==> src/rtl/cfg_seq_pkg.sv <==
// Package: opcodes, status bit positions, result codes and step names
// shared by the configuration sequencer modules.
package cfg_seq_pkg;

    localparam logic [7:0] OP_STATUS   = 8'h00;
    localparam logic [7:0] OP_READ     = 8'h01;
    localparam logic [7:0] OP_ENABLE   = 8'h0B;
    localparam logic [7:0] OP_DISABLE  = 8'h0C;
    localparam logic [7:0] OP_MODE     = 8'hAE;
    localparam logic [7:0] OP_MODE_ARG = 8'h01;
    localparam logic [7:0] OP_FRAME    = 8'hEE;
    localparam logic [7:0] OP_RELEASE  = 8'h23;

    localparam int FRAME_BYTES = 16;
    localparam int RESP_BYTES  = 4;

    localparam int ST_BUSY  = 0;
    localparam int ST_READY = 1;
    localparam int ST_VIOL  = 2;
    localparam int ST_FAULT = 3;

    typedef enum logic [2:0] {
        ERR_NONE    = 3'd0,
        ERR_TIMEOUT = 3'd1,
        ERR_STATUS  = 3'd2,
        ERR_ENABLE  = 3'd3,
        ERR_LENGTH  = 3'd4,
        ERR_UNSUP   = 3'd5
    } err_e;

    typedef enum logic [2:0] {
        STP_EN, STP_RD, STP_PM, STP_FR, STP_DIS, STP_REL
    } step_e;

endpackage

==> src/rtl/cfg_status_poll.sv <==
// Status poller. On start it reads the target status twice, each read in
// its own chip-select window, and judges the second byte. It finishes with
// ok when busy is clear and all mask bits are set, with a status fault when
// a fault bit is set, or with a timeout after TMO_CYC cycles.
// Assumes the byte engine acknowledges each request exactly once.
module cfg_status_poll
    import cfg_seq_pkg::*;
#(
    parameter int TMO_CYC = 250_000_000
) (
    input  logic       clk,
    input  logic       rst_n,
    input  logic       start_i,
    input  logic [7:0] mask_i,
    output logic       cs_o,
    output logic       req_o,
    input  logic       ack_i,
    input  logic [7:0] rx_i,
    output logic       active_o,
    output logic       done_o,
    output logic       ok_o,
    output err_e       err_o
);

    localparam int TMO_W = $clog2(TMO_CYC + 1);

    typedef enum logic [2:0] {P_IDLE, P_RD1, P_GAP, P_RD2, P_EVAL} pstate_e;

    pstate_e     state_q;
    logic        cs_q;
    logic        done_q;
    logic        ok_q;
    err_e        err_q;
    logic [7:0]  msk_q;
    logic [7:0]  stat_q;
    logic [TMO_W-1:0] tmo_q;
    logic [TMO_W-1:0] tmo_nxt;
    logic        tmo_hit;
    logic        fault;
    logic        pass;

    // Saturating elapsed-cycle count and the decisions on the held status.
    always_comb begin
        tmo_hit = (tmo_q >= TMO_W'(TMO_CYC));
        tmo_nxt = tmo_hit ? tmo_q : tmo_q + 1'b1;
        fault   = stat_q[ST_VIOL] | stat_q[ST_FAULT];
        pass    = ((stat_q & (msk_q | 8'(1 << ST_BUSY))) == msk_q);
    end

    // Read pair sequencing, judgement and result registers.
    always_ff @(posedge clk) begin
        if (!rst_n) begin
            state_q <= P_IDLE;
            cs_q    <= 1'b0;
            done_q  <= 1'b0;
            ok_q    <= 1'b0;
            err_q   <= ERR_NONE;
            msk_q   <= '0;
            stat_q  <= '0;
            tmo_q   <= '0;
        end else begin
            done_q <= 1'b0;
            case (state_q)
                P_IDLE: if (start_i) begin
                    state_q <= P_RD1;
                    cs_q    <= 1'b1;
                    tmo_q   <= '0;
                    msk_q   <= mask_i;
                end
                P_RD1: begin
                    tmo_q <= tmo_nxt;
                    if (ack_i) begin
                        cs_q    <= 1'b0;
                        state_q <= P_GAP;
                    end
                end
                P_GAP: begin
                    tmo_q   <= tmo_nxt;
                    cs_q    <= 1'b1;
                    state_q <= P_RD2;
                end
                P_RD2: begin
                    tmo_q <= tmo_nxt;
                    if (ack_i) begin
                        stat_q  <= rx_i;
                        cs_q    <= 1'b0;
                        state_q <= P_EVAL;
                    end
                end
                P_EVAL: begin
                    if (fault) begin
                        done_q  <= 1'b1;
                        ok_q    <= 1'b0;
                        err_q   <= ERR_STATUS;
                        state_q <= P_IDLE;
                    end else if (pass) begin
                        done_q  <= 1'b1;
                        ok_q    <= 1'b1;
                        err_q   <= ERR_NONE;
                        state_q <= P_IDLE;
                    end else if (tmo_hit) begin
                        done_q  <= 1'b1;
                        ok_q    <= 1'b0;
                        err_q   <= ERR_TIMEOUT;
                        state_q <= P_IDLE;
                    end else begin
                        tmo_q   <= tmo_nxt;
                        cs_q    <= 1'b1;
                        state_q <= P_RD1;
                    end
                end
                default: state_q <= P_IDLE;
            endcase
        end
    end

    assign cs_o     = cs_q;
    assign req_o    = (state_q == P_RD1) || (state_q == P_RD2);
    assign active_o = (state_q != P_IDLE);
    assign done_o   = done_q;
    assign ok_o     = ok_q;
    assign err_o    = err_q;

    // a status read is only requested inside its chip-select window
    a_r3_read_in_window: assert property (@(posedge clk) disable iff (!rst_n)
        req_o |-> cs_o);

    // a successful poll never reports a status that showed busy
    a_r3_ok_not_busy: assert property (@(posedge clk) disable iff (!rst_n)
        (done_o && ok_o) |-> !stat_q[ST_BUSY]);

endmodule

==> src/rtl/cfg_gap_timer.sv <==
// Gap timer. Counts while run_i is high and flags expiry in the GAP_CYC-th
// cycle of a run; dropping run_i clears it. Assumes GAP_CYC >= 2.
module cfg_gap_timer #(
    parameter int GAP_CYC = 125_000
) (
    input  logic clk,
    input  logic rst_n,
    input  logic run_i,
    output logic expired_o
);

    localparam int GAP_W = $clog2(GAP_CYC + 1);

    logic [GAP_W-1:0] cnt_q;

    // Run-length counter, held at its end value until run_i drops.
    always_ff @(posedge clk) begin
        if (!rst_n) begin
            cnt_q <= '0;
        end else if (!run_i) begin
            cnt_q <= '0;
        end else if (cnt_q != GAP_W'(GAP_CYC - 1)) begin
            cnt_q <= cnt_q + 1'b1;
        end
    end

    assign expired_o = run_i && (cnt_q == GAP_W'(GAP_CYC - 1));

    // expiry is only seen after the timer was running the cycle before
    a_r7_gap_after_run: assert property (@(posedge clk) disable iff (!rst_n)
        expired_o |-> $past(run_i));

endmodule

==> src/rtl/cfg_seq_ctrl.sv <==
// Flow controller. Validates a start request, then walks the command steps
// (enable, read response, program mode, frames, disable, gap, release).
// A status poll runs before every command. It frames each command in its own
// chip-select window and feeds payload bytes into frames one at a time.
// Assumes the poller and gap timer answer on the poll_* and gap_* pins.
module cfg_seq_ctrl
    import cfg_seq_pkg::*;
#(
    parameter int LEN_W = 24
) (
    input  logic             clk,
    input  logic             rst_n,
    input  logic             start_i,
    input  logic             partial_i,
    input  logic [LEN_W-1:0] length_i,
    input  logic             pl_valid_i,
    input  logic [7:0]       pl_data_i,
    output logic             pl_ready_o,
    output logic             busy_o,
    output logic             done_o,
    output logic             prog_mode_o,
    output err_e             err_o,
    output logic             cs_o,
    output logic             req_o,
    output logic [7:0]       tx_o,
    input  logic             ack_i,
    input  logic [7:0]       rx_i,
    output logic             poll_start_o,
    output logic [7:0]       poll_mask_o,
    input  logic             poll_done_i,
    input  logic             poll_ok_i,
    input  err_e             poll_err_i,
    output logic             gap_run_o,
    input  logic             gap_expired_i
);

    localparam int FRM_W = LEN_W - 4;
    localparam int IDX_W = $clog2(FRAME_BYTES + 2);

    typedef enum logic [1:0] {C_IDLE, C_POLL, C_XFER, C_GAP} cstate_e;

    cstate_e          state_q;
    step_e            step_q;
    logic [IDX_W-1:0] idx_q;
    logic [FRM_W-1:0] frames_q;
    logic             poll_pend_q;
    logic             cs_q;
    logic [7:0]       hold_q;
    logic             hold_v_q;
    logic             resp_nz_q;
    logic             pmode_q;
    logic             done_q;
    err_e             err_q;

    logic [IDX_W-1:0] len_c;
    logic             last_c;
    logic             slot_c;
    logic             en_phase_c;
    logic             nz_now_c;

    // Transaction length, payload slot and outgoing byte for the current step.
    always_comb begin
        case (step_q)
            STP_RD:  len_c = IDX_W'(RESP_BYTES + 1);
            STP_PM:  len_c = IDX_W'(2);
            STP_FR:  len_c = IDX_W'(FRAME_BYTES + 1);
            default: len_c = IDX_W'(1);
        endcase
        last_c     = (idx_q == len_c - 1'b1);
        slot_c     = (step_q == STP_FR) && (idx_q != '0);
        en_phase_c = (step_q == STP_EN) || (step_q == STP_RD);
        nz_now_c   = resp_nz_q || ((idx_q != '0) && (rx_i != 8'h00));
        case (step_q)
            STP_EN:  tx_o = OP_ENABLE;
            STP_RD:  tx_o = (idx_q == '0) ? OP_READ : 8'h00;
            STP_PM:  tx_o = (idx_q == '0) ? OP_MODE : OP_MODE_ARG;
            STP_FR:  tx_o = (idx_q == '0) ? OP_FRAME : hold_q;
            STP_DIS: tx_o = OP_DISABLE;
            default: tx_o = OP_RELEASE;
        endcase
    end

    assign pl_ready_o   = (state_q == C_XFER) && slot_c && !hold_v_q;
    assign req_o        = (state_q == C_XFER) && (!slot_c || hold_v_q);
    assign poll_start_o = (state_q == C_POLL) && !poll_pend_q;
    assign poll_mask_o  = (step_q == STP_RD) ? 8'(1 << ST_READY) : 8'h00;
    assign gap_run_o    = (state_q == C_GAP);
    assign busy_o       = (state_q != C_IDLE);
    assign done_o       = done_q;
    assign prog_mode_o  = pmode_q;
    assign err_o        = err_q;
    assign cs_o         = cs_q;

    // Step sequencing, transaction framing, payload holding and results.
    always_ff @(posedge clk) begin
        if (!rst_n) begin
            state_q     <= C_IDLE;
            step_q      <= STP_EN;
            idx_q       <= '0;
            frames_q    <= '0;
            poll_pend_q <= 1'b0;
            cs_q        <= 1'b0;
            hold_q      <= '0;
            hold_v_q    <= 1'b0;
            resp_nz_q   <= 1'b0;
            pmode_q     <= 1'b0;
            done_q      <= 1'b0;
            err_q       <= ERR_NONE;
        end else begin
            done_q <= 1'b0;
            case (state_q)
                C_IDLE: if (start_i) begin
                    if (partial_i) begin
                        err_q  <= ERR_UNSUP;
                        done_q <= 1'b1;
                    end else if (length_i[3:0] != 4'd0) begin
                        err_q  <= ERR_LENGTH;
                        done_q <= 1'b1;
                    end else begin
                        err_q       <= ERR_NONE;
                        step_q      <= STP_EN;
                        state_q     <= C_POLL;
                        poll_pend_q <= 1'b0;
                        frames_q    <= length_i[LEN_W-1:4];
                        resp_nz_q   <= 1'b0;
                    end
                end
                C_POLL: begin
                    if (!poll_pend_q) begin
                        poll_pend_q <= 1'b1;
                    end else if (poll_done_i) begin
                        poll_pend_q <= 1'b0;
                        if (poll_ok_i) begin
                            state_q  <= C_XFER;
                            cs_q     <= 1'b1;
                            idx_q    <= '0;
                            hold_v_q <= 1'b0;
                        end else begin
                            err_q   <= en_phase_c ? ERR_ENABLE : poll_err_i;
                            done_q  <= 1'b1;
                            state_q <= C_IDLE;
                        end
                    end
                end
                C_XFER: begin
                    if (pl_ready_o && pl_valid_i) begin
                        hold_q   <= pl_data_i;
                        hold_v_q <= 1'b1;
                    end
                    if (req_o && ack_i) begin
                        hold_v_q <= 1'b0;
                        if (step_q == STP_RD) resp_nz_q <= nz_now_c;
                        if (!last_c) begin
                            idx_q <= idx_q + 1'b1;
                        end else begin
                            cs_q    <= 1'b0;
                            state_q <= C_POLL;
                            case (step_q)
                                STP_EN: step_q <= STP_RD;
                                STP_RD: begin
                                    if (nz_now_c) begin
                                        err_q   <= ERR_ENABLE;
                                        done_q  <= 1'b1;
                                        state_q <= C_IDLE;
                                    end else begin
                                        step_q <= STP_PM;
                                    end
                                end
                                STP_PM: begin
                                    pmode_q <= 1'b1;
                                    step_q  <= (frames_q == '0) ? STP_DIS : STP_FR;
                                end
                                STP_FR: begin
                                    frames_q <= frames_q - 1'b1;
                                    step_q   <= (frames_q == FRM_W'(1)) ? STP_DIS : STP_FR;
                                end
                                STP_DIS: begin
                                    step_q  <= STP_REL;
                                    state_q <= C_GAP;
                                end
                                default: begin
                                    pmode_q <= 1'b0;
                                    done_q  <= 1'b1;
                                    state_q <= C_IDLE;
                                end
                            endcase
                        end
                    end
                end
                C_GAP: if (gap_expired_i) state_q <= C_POLL;
                default: state_q <= C_IDLE;
            endcase
        end
    end

    // partial requests end at once with the unsupported code
    a_r1_partial_rejected: assert property (@(posedge clk) disable iff (!rst_n)
        (start_i && !busy_o && partial_i) |=> (done_o && err_o == ERR_UNSUP && !busy_o));

    // odd lengths end at once with the length code
    a_r2_length_rejected: assert property (@(posedge clk) disable iff (!rst_n)
        (start_i && !busy_o && !partial_i && length_i[3:0] != 4'd0)
        |=> (done_o && err_o == ERR_LENGTH && !busy_o));

    // program mode rises only as a command window closes
    a_r5_mode_after_window: assert property (@(posedge clk) disable iff (!rst_n)
        $rose(prog_mode_o) |-> ($past(cs_o) && !cs_o));

    // payload is taken only inside an open frame window
    a_r6_take_in_window: assert property (@(posedge clk) disable iff (!rst_n)
        (pl_ready_o && pl_valid_i) |-> (cs_o && step_q == STP_FR));

    // program mode clears only on a clean completion
    a_r7_mode_clear_clean: assert property (@(posedge clk) disable iff (!rst_n)
        $fell(prog_mode_o) |-> (done_o && err_o == ERR_NONE));

    // every end of flow leaves the block idle with chip select low
    a_r10_end_quiet: assert property (@(posedge clk) disable iff (!rst_n)
        done_o |-> (!busy_o && !cs_o));

    // the completion flag lasts one cycle
    a_r12_done_pulse: assert property (@(posedge clk) disable iff (!rst_n)
        done_o |=> !done_o);

endmodule

==> src/rtl/spi_cfg_seq.sv <==
// Top of the SPI configuration sequencer. Joins the flow controller, the
// status poller and the gap timer, and shares one byte-engine port between
// the poller and the controller (only one of them drives it at a time).
module spi_cfg_seq
    import cfg_seq_pkg::*;
#(
    parameter int LEN_W        = 24,
    parameter int GAP_CYC      = 125_000,
    parameter int POLL_TMO_CYC = 250_000_000
) (
    input  logic             clk,
    input  logic             rst_n,
    input  logic             start_i,
    input  logic             partial_i,
    input  logic [LEN_W-1:0] length_i,
    input  logic             pl_valid_i,
    input  logic [7:0]       pl_data_i,
    output logic             pl_ready_o,
    output logic             busy_o,
    output logic             done_o,
    output logic             prog_mode_o,
    output logic [2:0]       err_o,
    output logic             spi_cs_o,
    output logic             byte_req_o,
    output logic [7:0]       byte_tx_o,
    input  logic             byte_ack_i,
    input  logic [7:0]       byte_rx_i
);

    logic       c_cs, c_req;
    logic [7:0] c_tx;
    logic       p_cs, p_req, p_active;
    logic       poll_start, poll_done, poll_ok;
    logic [7:0] poll_mask;
    err_e       poll_err;
    err_e       c_err;
    logic       gap_run, gap_expired;

    cfg_seq_ctrl #(.LEN_W(LEN_W)) i_ctrl (
        .clk           (clk),
        .rst_n         (rst_n),
        .start_i       (start_i),
        .partial_i     (partial_i),
        .length_i      (length_i),
        .pl_valid_i    (pl_valid_i),
        .pl_data_i     (pl_data_i),
        .pl_ready_o    (pl_ready_o),
        .busy_o        (busy_o),
        .done_o        (done_o),
        .prog_mode_o   (prog_mode_o),
        .err_o         (c_err),
        .cs_o          (c_cs),
        .req_o         (c_req),
        .tx_o          (c_tx),
        .ack_i         (byte_ack_i),
        .rx_i          (byte_rx_i),
        .poll_start_o  (poll_start),
        .poll_mask_o   (poll_mask),
        .poll_done_i   (poll_done),
        .poll_ok_i     (poll_ok),
        .poll_err_i    (poll_err),
        .gap_run_o     (gap_run),
        .gap_expired_i (gap_expired)
    );

    cfg_status_poll #(.TMO_CYC(POLL_TMO_CYC)) i_poll (
        .clk      (clk),
        .rst_n    (rst_n),
        .start_i  (poll_start),
        .mask_i   (poll_mask),
        .cs_o     (p_cs),
        .req_o    (p_req),
        .ack_i    (byte_ack_i),
        .rx_i     (byte_rx_i),
        .active_o (p_active),
        .done_o   (poll_done),
        .ok_o     (poll_ok),
        .err_o    (poll_err)
    );

    cfg_gap_timer #(.GAP_CYC(GAP_CYC)) i_gap (
        .clk       (clk),
        .rst_n     (rst_n),
        .run_i     (gap_run),
        .expired_o (gap_expired)
    );

    assign spi_cs_o   = p_cs | c_cs;
    assign byte_req_o = p_req | c_req;
    assign byte_tx_o  = p_active ? OP_STATUS : c_tx;
    assign err_o      = c_err;

    // poller and controller never hold chip select together
    a_r3_single_owner: assert property (@(posedge clk) disable iff (!rst_n)
        !(p_cs && c_cs));

    // chip select is inactive whenever no flow is running
    a_r10_idle_cs_low: assert property (@(posedge clk) disable iff (!rst_n)
        !busy_o |-> !spi_cs_o);

endmodule

==> config.mk <==
export PLATFORM = sky130hd
export DESIGN_NAME = spi_cfg_seq
export DESIGN_NICKNAME = d
export VERILOG_FILES = /design/src/rtl/cfg_seq_pkg.sv /design/src/rtl/cfg_status_poll.sv /design/src/rtl/cfg_gap_timer.sv /design/src/rtl/cfg_seq_ctrl.sv /design/src/rtl/spi_cfg_seq.sv
export SDC_FILE = /design/constraint.sdc
export NUM_CORES = 1
export LEC_CHECK = 0
export CAP_MARGIN = 20
export CORE_MARGIN = 2
export CORE_UTILIZATION = 60
export CTS_BUF_LIST = sky130_fd_sc_hd__clkbuf_8 sky130_fd_sc_hd__clkbuf_16
export DETAILED_ROUTE_END_ITERATION = 6
export DONT_BUFFER_PORTS = 1
export PLACE_DENSITY = 0.84
export SETUP_SLACK_MARGIN = 0.5
export SLEW_MARGIN = 20
export SYNTH_ARGS = -nofsm -noshare
export SYNTH_HDL_FRONTEND = slang
export SYNTH_SLANG_ARGS = --single-unit
==> constraint.sdc <==
create_clock -name clk -period 4.09 [get_ports clk]
set_input_delay 0.2045 -clock clk [delete_from_list [all_inputs] [get_ports clk]]
set_output_delay 0.2045 -clock clk [all_outputs]
set_load 0.01 [all_outputs]
## Word level (Yosys, flattened, before mapping)

Cells that the tools add are included.

| word-level totals | value |
|---|---|
| register bits after elaboration | 117 |
| latch bits | 0 |
| memory bits (writable) | 0 |
| memory bits (read-only) | 0 |
| bits of input ports | 46 |
| output and inout port bits | 17 |
| logic and storage cells | 244 |
| memories | 0 |

| operators by class | value |
|---|---|
| add/subtract/negate cells | 5 |
| multipliers | 0 |
| divide/modulo/power cells | 0 |
| order comparisons | 1 |
| equal/unequal tests | 40 |
| shifts and indexed selects | 0 |
| multiplexer cells | 115 |
| bitwise operators | 5 |
| reductions and logical operators | 57 |

Operators by type and width:

| cell | number |
|---|---|
| 28-bit 2-to-1 mux | 5 |
| 20-bit 2-to-1 mux | 6 |
| 28-bit case mux with 3 select lines | 1 |
| 3-bit 2-to-1 mux | 27 |
| 1-bit 2-to-1 mux | 40 |
| 20-bit case mux with 2 select lines | 1 |
| 8-bit case mux with 5 select lines | 1 |
| 3-bit case mux with 5 select lines | 2 |
| 28-bit by 1-bit adder with 28-bit output, second input constant | 1 |
| 28-bit greater-or-equal comparator, second input constant | 1 |
| 2-bit != test, second input constant | 14 |
| 5-bit 2-to-1 mux | 5 |
| 8-bit 2-to-1 mux | 3 |
| 6-bit AND reduction | 4 |
| 20-bit by 1-bit == test with 1-bit output, second input constant | 1 |
| 20-bit zero test | 1 |
| 2-bit 2-to-1 mux | 10 |
| 20-bit by 1-bit subtractor with 20-bit output, second input constant | 1 |
| 17-bit by 1-bit adder with 17-bit output, second input constant | 1 |
| 17-bit == test, second input constant | 1 |
| 17-bit != test, second input constant | 1 |
| 8-bit AND reduction | 2 |
| 5-bit case mux with 3 select lines | 1 |
| 2-bit by 1-bit != test with 1-bit output, second input constant | 7 |
| 42 further kinds | 86 |

## Longest topological paths before layout

Gate-level depths: netlist (run 1).

| logic depth | value |
|---|---|
| depth after elaboration | 8 |
| mapped depth | 11 |
| depth with buffers taken out | 8 |

## Cells and area by module

A second synthesis (run 1) with hierarchy kept.

| unflattened totals | value |
|---|---|
| cells, all modules | 850 |
| area, all modules | 6708.9 µm² |

By module, submodules not included:

| module | instances | cells an instance | area each (µm²) | seq. area each (µm²) |
|---|---|---|---|---|
| cfg_seq_ctrl | 1 | 426 | 3228.1 | 940.9 |
| cfg_status_poll | 1 | 315 | 2556.2 | 1041.0 |
| cfg_gap_timer | 1 | 99 | 862.1 | 340.3 |
| spi_cfg_seq | 1 | 10 | 62.6 | 0.0 |

## Worst setup path after synthesis (run 1)

No wires, ideal clock.

| timing | value |
|---|---|
| path type | register -> register |
| start | register i_ctrl.idx_q[0] |
| end | register i_ctrl.hold_v_q |
| setup time | 0.078 ns |
| data arrival time | 2.183 ns |
| required time | 4.012 ns |
| setup slack | 1.829 ns |
| cell stages (with the launch flop) | 9 |
| buffers on the path | 1 |
| clock period less this slack | 2.261 ns |
| cells stage by stage | dfxtp_1 -> inv_1 -> ha_1 -> nor4b_1 -> clkbuf_1 -> nor4_1 -> nand2_1 -> o21ba_2 -> nor3_1 |

| on the way | value |
|---|---|
| elaborated cells on any way between the ends | 13 |
| those cells by class | 1 x eq/ne; 2 x mux; 10 x reduce/logical |

RTL lines:

| element | RTL line | source |
|---|---|---|
| start: declaration | cfg_seq_ctrl.sv:44 | `logic [IDX_W-1:0] idx_q;` |
| start signal: assignment | cfg_seq_ctrl.sv:154 | `idx_q <= idx_q + 1'b1;` |
| 5-bit nonzero test | cfg_seq_ctrl.sv:70 | `slot_c = (step_q == STP_FR) && (idx_q != '0);` |
| 1-bit logical AND | cfg_seq_ctrl.sv:70 |  |
| 1-bit logical AND (2 in a row) | cfg_seq_ctrl.sv:83 | `assign pl_ready_o = (state_q == C_XFER) && slot_c && !hold_v_q;` |
| named net pl_ready_o | spi_cfg_seq.sv:18 | `output logic pl_ready_o,` |
| 1-bit logical AND | cfg_seq_ctrl.sv:146 | `if (pl_ready_o && pl_valid_i) begin` |
| 3-bit != test (no source line) | -- |  |
| 5-bit AND reduction (no source line) | -- |  |
| end signal: assignment | cfg_seq_ctrl.sv:104 | `hold_v_q <= 1'b0;` |
| end signal: assignment | cfg_seq_ctrl.sv:148 | `hold_v_q <= 1'b1;` |
| end signal: assignment | cfg_seq_ctrl.sv:151 | `hold_v_q <= 1'b0;` |
| end: declaration | cfg_seq_ctrl.sv:49 | `logic hold_v_q;` |

The timed path passes the listed nets, and every way through them passes these cells.
A chain may end at the register's enable or synchronous reset.

## Final worst setup path (run 1)

| timing | value |
|---|---|
| start | register i_ctrl.idx_q[0] |
| end | register i_ctrl.frames_q[15] |

| on the way | value |
|---|---|
| word-level cells in the longest chain between the ends | 8 |
| elaborated cells on any way between the ends | 10 |
| those cells by class | 3 x eq/ne; 7 x reduce/logical |

Ends and longest elaborated chain:

| element | RTL line | source |
|---|---|---|
| 5-bit nonzero test | cfg_seq_ctrl.sv:70 |  |
| 1-bit logical AND | cfg_seq_ctrl.sv:70 |  |
| 1-bit zero test | cfg_seq_ctrl.sv:84 | `assign req_o = (state_q == C_XFER) && (!slot_c \|\| hold_v_q);` |
| 1-bit logical OR | cfg_seq_ctrl.sv:84 |  |
| 1-bit logical AND | cfg_seq_ctrl.sv:84 |  |
| 1-bit logical AND | cfg_seq_ctrl.sv:150 | `if (req_o && ack_i) begin` |
| 2-bit != test (no source line) | -- |  |
| 7-bit AND reduction (no source line) (*) | -- |  |
| end signal: assignment | cfg_seq_ctrl.sv:124 | `frames_q <= length_i[LEN_W-1:4];` |
| end signal: assignment | cfg_seq_ctrl.sv:174 | `frames_q <= frames_q - 1'b1;` |
| end: declaration | cfg_seq_ctrl.sv:45 | `logic [FRM_W-1:0] frames_q;` |

Every way passes the cells marked *; elsewhere a longest branch is shown, timed or not.

==> results.py, run 1 <==
metrics = {
    "cells_and_area": {
        "nNetsFinal": 804,
        "fillers": 838,
        "final_common_cell": "dfxtp_1",
        "stdcell_count": 883,
        "diodes": 0,
        "final_cell_mix": "dfxtp_1, nor2_1, nand2_1, a21oi_1, o21ai_0",
        "final_layout_size_suffix_gt1_frac": 0.0600,
        "design_area_sq_um": 6320,
        "syn2layout_area_growth_pct": 7.53,
        "multi_input_comb_area_sq_um": 3570,
        "regArea_sq_um": 2100,
    },
    "cts": {
        "cts_tree": "yes",
        "cts.sinks": 105,
        "cts.path.max_buffers": 2,
        "cts.repair.resized": 0,
        "clkLatencyLatePin_ns": 0.39,
        "clk_pin_slew_ns": 0.10,
        "post_cts_buffers": 0,
        "cts_root_buffer": "clkbuf_8",
        "cts_made_buffers": 9,
        "cts_htree_levels": 3,
        "hold_buffers": 15,
    },
    "routing": {
        "viasPerCell": 6.38,
        "routedWlPerCell_um": 17.2,
        "dr.pass1.iters": 5,
        "postRouteAntennaNets": 0,
        "drtIter0Drc": 408,
        "num_vias": 5632,
        "wirelength_um": 15200,
        "drc": 0,
    },
    "critical_path": {
        "cpMaxStageDelayCell": "a21oi_1",
        "reg2reg_depth": 10,
        "end_kind": "flop",
        "max_stage_delay_ns": 0.74,
        "crit_path_end": "i_ctrl.frames_q[15]",
        "crit_start": "i_ctrl.idx_q[0]",
        "r2r_slack_ns": 0.98,
        "worstPathArrival_ns": 3.44,
        "r2r-start": "i_ctrl.idx_q[0]",
        "path_cells": "inv_1 > ha_1 > nor4b_2 > buf_4 > o31ai_1 > buf_4 > a21oi_1 > o21ai_2 > o21ba_1 > o221a_1",
        "r2r_end": "i_ctrl.frames_q[15]",
        "path_max_fanout": 24,
        "start_kind": "flop",
        "cpMostUsedCell": "buf_4",
        "critPathKind": "reg -> reg",
        "cp.required_ns": 4.42,
    },
    "sta": {
        "relSlewSlack": 0.340,
        "fin_tns_setup_ns": 0,
        "slew_viol_final": 0,
        "rsz0062_at_grt": "no",
        "timing.final.crit_period_ns": 3.11,
        "tightestPinTransition_ns": 0.990,
        "fin_ws_ns": 0.976,
        "finalHoldViolations": 0,
        "fmax_mhz": 321,
        "period_share": 0.761,
        "finalClockSkew_ns": 0.0129,
        "setup_viol": 0,
    },
    "hold_path": {
        "min_delay_path_depth": 2,
        "min_path_type": "in -> reg",
    },
    "die": {
        "die_x_um": 103,
        "initial_utilization": 0.610,
        "die-area_sq_um": 10600,
        "ios": 63,
        "core_sq_um": 9640,
        "die_h_um": 103,
        "rows": 36,
    },
    "global_route": {
        "grt_antenna_before_repair": 0,
        "grt_pass1_vias": 5244,
        "grt_pass1_wl_um": 24600,
        "overflow": 0,
        "track_usage": 0.291,
        "grt_max_degree": 46,
    },
    "placed_design": {
        "place_ws_ns": 1.08,
        "portBuffers": 0,
        "dp.cells": 853,
        "gp_congestion": 0.965,
        "place_area_sq_um": 5970,
        "dp_hpwl_um": 10500,
    },
    "logic_synthesis": {
        "synth_cell_type_count": 69,
        "yosys_most_used_dff": "dfxtp_1",
        "ys_warn_count": 0,
        "syn_area_sq_um": 5880,
        "ys_ff_latch": 105,
        "netlist_instances": 749,
        "avgSynthCellArea_sq_um": 7.85,
        "async_flop_share": 0,
        "syn-num-nets": 807,
        "synth_edf_count": 0,
        "yosysSeqAreaShare": 0.357,
    },
    "power_and_ir_drop": {
        "power_mw": 2.64,
        "ir_drop_mv": 0.288,
        "p_leak_nw": 2.33,
        "power_density_nw_per_um2": 418,
    },
    "run_status": {
        "status": "completed",
    },
    "job": {
        "drv_cap": 0,
    },
}
## worst min-delay path by stage
stage / startpoint / slack (ns) / endpoint
after floorplan: pl_data_i[0] / 0.35 / i_ctrl.hold_q[0]
after CTS: rst_n / 0.02 / i_ctrl.state_q[0]
after global placement: pl_data_i[4] / 0.35 / i_ctrl.hold_q[4]
after detailed placement: pl_data_i[0] / 0.36 / i_ctrl.hold_q[0]
final: rst_n / 0.03 / i_ctrl.state_q[0]
after global routing: rst_n / 0.02 / i_ctrl.state_q[0]
## synth_stat cells, drive strengths merged, types with 7 or more instances
master | instances | area share
ha | 12 | 0.026
dfxtp | 105 | 0.36
clkbuf | 31 | 0.020
and3 | 16 | 0.017
xnor2 | 7 | 0.010
o21ai | 39 | 0.034
or4 | 10 | 0.013
nor4 | 9 | 0.012
or2 | 10 | 0.011
nand2 | 84 | 0.054
buf | 8 | 0.0079
nor3 | 33 | 0.028
o22ai | 8 | 0.0085
nand4 | 10 | 0.011
a21oi | 43 | 0.037
nand3 | 31 | 0.026
or3 | 17 | 0.018
o32ai | 7 | 0.013
a31oi | 7 | 0.0074
o211ai | 18 | 0.023
inv | 16 | 0.010
xor2 | 19 | 0.028
nor2 | 94 | 0.060
mux2i | 24 | 0.041
## state kept, by name, summed over array words and instances, names as in the netlist, 3 cells and up
signal           flops
i_poll.tmo_q        28
i_ctrl.frames_q     20
i_gap.cnt_q         17
i_ctrl.hold_q        8
i_ctrl.idx_q         5
i_poll.stat_q        4
i_ctrl.err_o         3
i_ctrl.step_q        3
i_poll.state_q       3
## logic make-up after synthesis
group                      Yosys count  synth area share
buffers and inverters               55            0.0379
and+or+nand+nor                    345             0.288
muxes                               24            0.0409
xor gates and xnor gates            26            0.0387
AOI/OAI and AO/OA                  182             0.212
DFF                                105             0.357
adders and majority gates           12            0.0255
## per-stage QoR
step | hold WS (ns) | utilization
after floorplan | 0.348 | -
final | 0.0337 | 0.656
after CTS | 0.0192 | 0.656
after global routing | 0.0205 | 0.656
after global placement | 0.354 | 0.619
after detailed placement | 0.358 | 0.619
## report_power, final
part | switching, mW | internal [mW] | leakage [nW]
sequential | 0.0631 | 1.08 | 0.848
clock | 0.364 | 0.341 | 0.112
combinational | 0.551 | 0.246 | 1.37
total | 0.978 | 1.66 | 2.33
## area by class of cell
class                      count  area share
sequential                   105       0.332
clock buffer                   9      0.0196
timing repair buffer          25      0.0348
clock inverter                 6      0.0135
tap                          133      0.0263
multi-input combinational    589       0.564
inverter                      16     0.00950
## layer usage
metal	routed length (um)	track usage	vias up
met5	0	0	-
met3	1120	0.0773	25
met1	6360	0.371	2674
met2	7440	0.479	210
met4	252	0.0962	0
li1	-	-	2723
## critical path, delay by kind of cell, from the launching register on
family | cells | cell delay [ns]
AOI/OAI and AO/OA | 5 | 1.87
adders and majority gates | 1 | 0.14
buffers and inverters | 3 | 0.46
DFF | 1 | 0.40
and+or+nand+nor | 1 | 0.18
(Power assumes the default switching activity.)
==> run 2: changes to the inputs <==
--- a/config.mk
+++ b/config.mk
@@ -7,7 +7,7 @@
 export LEC_CHECK = 0
 export CAP_MARGIN = 20
 export CORE_MARGIN = 2
-export CORE_UTILIZATION = 60
+export CORE_UTILIZATION = 58
 export CTS_BUF_LIST = sky130_fd_sc_hd__clkbuf_8 sky130_fd_sc_hd__clkbuf_16
 export DETAILED_ROUTE_END_ITERATION = 6
 export DONT_BUFFER_PORTS = 1
==> constraint.sdc (replaced) <==
create_clock -name clk -period 2.6 [get_ports clk]
set_input_delay 0.13 -clock clk [delete_from_list [all_inputs] [get_ports clk]]
set_output_delay 0.13 -clock clk [all_outputs]
set_load 0.01 [all_outputs]
==> results.py, run 2 (synthesis gave the netlist of run 1 again) <==
metrics = {
    "run_status": {
        "status": "completed",
    },
    "hold_path": {
        "min_delay_path_depth": 2,
        "worst_hold_path.endpoint": "i_ctrl.frames_q[18]",
        "hold_start": "length_i[22]",
        "min_path_type": "in -> reg",
    },
    "cts": {
        "clk_pin_slew_ns": 0.11,
        "cts.path.max_buffers": 2,
        "cts_root_buffer": "clkbuf_8",
        "cts_made_buffers": 9,
        "clkLatencyLatePin_ns": 0.40,
        "cts.sinks": 105,
        "cts_tree": "yes",
        "cts_htree_levels": 3,
    },
    "global_route": {
        "track_usage": 0.311,
        "grt_pass1_vias": 5858,
        "grt_pass1_wl_um": 28000,
        "grt_antenna_before_repair": 0,
        "overflow": 0,
        "grt_max_degree": 46,
    },
    "critical_path": {
        "crit_start": "i_ctrl.idx_q[4]",
        "worstPathArrival_ns": 2.53,
        "start_kind": "flop",
        "cp.required_ns": 2.86,
        "path_max_fanout": 5,
        "r2r-start": "i_ctrl.idx_q[4]",
        "end_kind": "flop",
        "reg2reg_depth": 11,
        "r2r_end": "i_ctrl.done_o",
        "r2r_slack_ns": 0.32,
        "critPathKind": "reg -> reg",
    },
    "routing": {
        "wirelength_um": 19900,
        "viasPerCell": 6.88,
        "drtIter0Drc": 880,
        "routedWlPerCell_um": 20.8,
        "postRouteAntennaNets": 0,
        "drc": 0,
        "num_vias": 6569,
        "dr.pass1.iters": 7,
    },
    "cells_and_area": {
        "final_layout_size_suffix_gt1_frac": 0.221,
        "final_cell_mix": "dfxtp_1, nor2_1, nand2_1, buf_4, a21oi_1",
        "top_register": "i_poll.tmo_q",
        "nNetsFinal": 875,
        "diodes": 0,
        "syn2layout_area_growth_pct": 25.9,
        "largest_reg_flops": 28,
        "final_common_cell": "dfxtp_1",
        "largest_registers": "i_poll.tmo_q (28), i_ctrl.frames_q (20), i_gap.cnt_q (17)",
    },
    "sta": {
        "rsz0062_at_grt": "yes",
        "slew_viol_final": 0,
        "timing.final.crit_period_ns": 2.28,
        "fmax_mhz": 439,
        "setup_viol": 0,
        "relSlewSlack": 0.373,
        "tightestPinTransition_ns": 0.940,
        "finalHoldViolations": 0,
        "fin_tns_setup_ns": 0,
        "period_share": 0.876,
        "finalClockSkew_ns": 0.0164,
        "worst_hold_slack_ns": 0.00577,
    },
    "die": {
        "die-area_sq_um": 11000,
        "die_x_um": 105,
        "rows": 36,
        "core_sq_um": 9820,
        "initial_utilization": 0.599,
        "die_h_um": 105,
        "ios": 63,
    },
    "power_and_ir_drop": {
        "ir_drop_mv": 0.522,
        "power_density_nw_per_um2": 646,
        "p_leak_nw": 2.76,
    },
    "placed_design": {
        "dp_hpwl_um": 10600,
        "gp_congestion": 0.880,
        "portBuffers": 0,
    },
    "job": {
        "drv_cap": 0,
    },
}
-- run 2: cell count changes in the layout (fill, tap and decap cells not counted), moves of 7 or more --
cell and delta:
buf_4 +49, dfxtp_1 -12, buf_6 +7, dlygate4sd3_1 +9, a21oi_1 -8, nor3_2 +7, nor3_1 -8, nor2_1 -9
-- run 2: repair_timing --
action / CTS / global route
cloned: 2 / 2
setup endpoints to repair: 63 / 72
endpoints found under the hold margin: 44 / 0
pin swaps: 19 / 26
setup buffers: 16 / 25
hold buffers: 24 / 0
gates resized for setup: 55 / 59
-- run 2: power by group --
| part | switching, mW | leakage (nW) | internal (mW) |
|---|---|---|---|
| combinational | 1.12 | 1.79 | 0.682 |
| sequential | 0.123 | 0.856 | 1.69 |
| clock | 0.596 | 0.117 | 0.572 |
| total | 1.84 | 2.76 | 2.94 |
-- run 2: final cells by class --
cell class	instances	area, sq um
multi-input cells	592	4000
clock buffers	10	138
well taps	133	166
repair buffers	93	817
inverters	16	62.6
fillers	629	2420
clock inverters	6	87.6
flip-flops and latches	105	2130
-- run 2: worst max-delay path by stage --
stage                          endpoint  depth (start not counted)
floorplan           i_ctrl.frames_q[15]                          7
global placement    i_ctrl.frames_q[15]                          6
detailed placement  i_ctrl.frames_q[15]                          6
CTS                 i_ctrl.frames_q[15]                          7
global route              i_ctrl.done_o                         12
finish                    i_ctrl.done_o                         11
-- run 2: critical path, stage by stage (launching register included) --
cell      delay (ns)
dfxtp_4         0.36
buf_6           0.13
nor4b_4         0.31
buf_4           0.17
buf_6           0.10
a21oi_2         0.06
o31ai_4         0.32
buf_4           0.17
buf_4           0.12
nor3_4          0.04
a311oi_1        0.27
nor3_1          0.10
-- run 2: per-stage QoR --
step	total power [mW]	cells	utilization	instance area [sq um]	setup slack [ns]
floorplan	2.75	749	-	5890	0.505
global placement	3.12	870	0.623	6120	0.190
detailed placement	3.16	870	0.623	6120	0.0832
CTS	4.48	928	0.708	6950	0.403
global route	4.96	955	0.754	7400	0.250
finish	4.78	955	0.754	7400	0.323
-- run 2: metal layers --
layer | up-vias | wire [um] | track usage
met5 | - | 0 | 0
met4 | 0 | 1330 | 0.169
met3 | 138 | 1810 | 0.0830
met2 | 516 | 9470 | 0.524
met1 | 3039 | 7290 | 0.359
li1 | 2876 | - | -
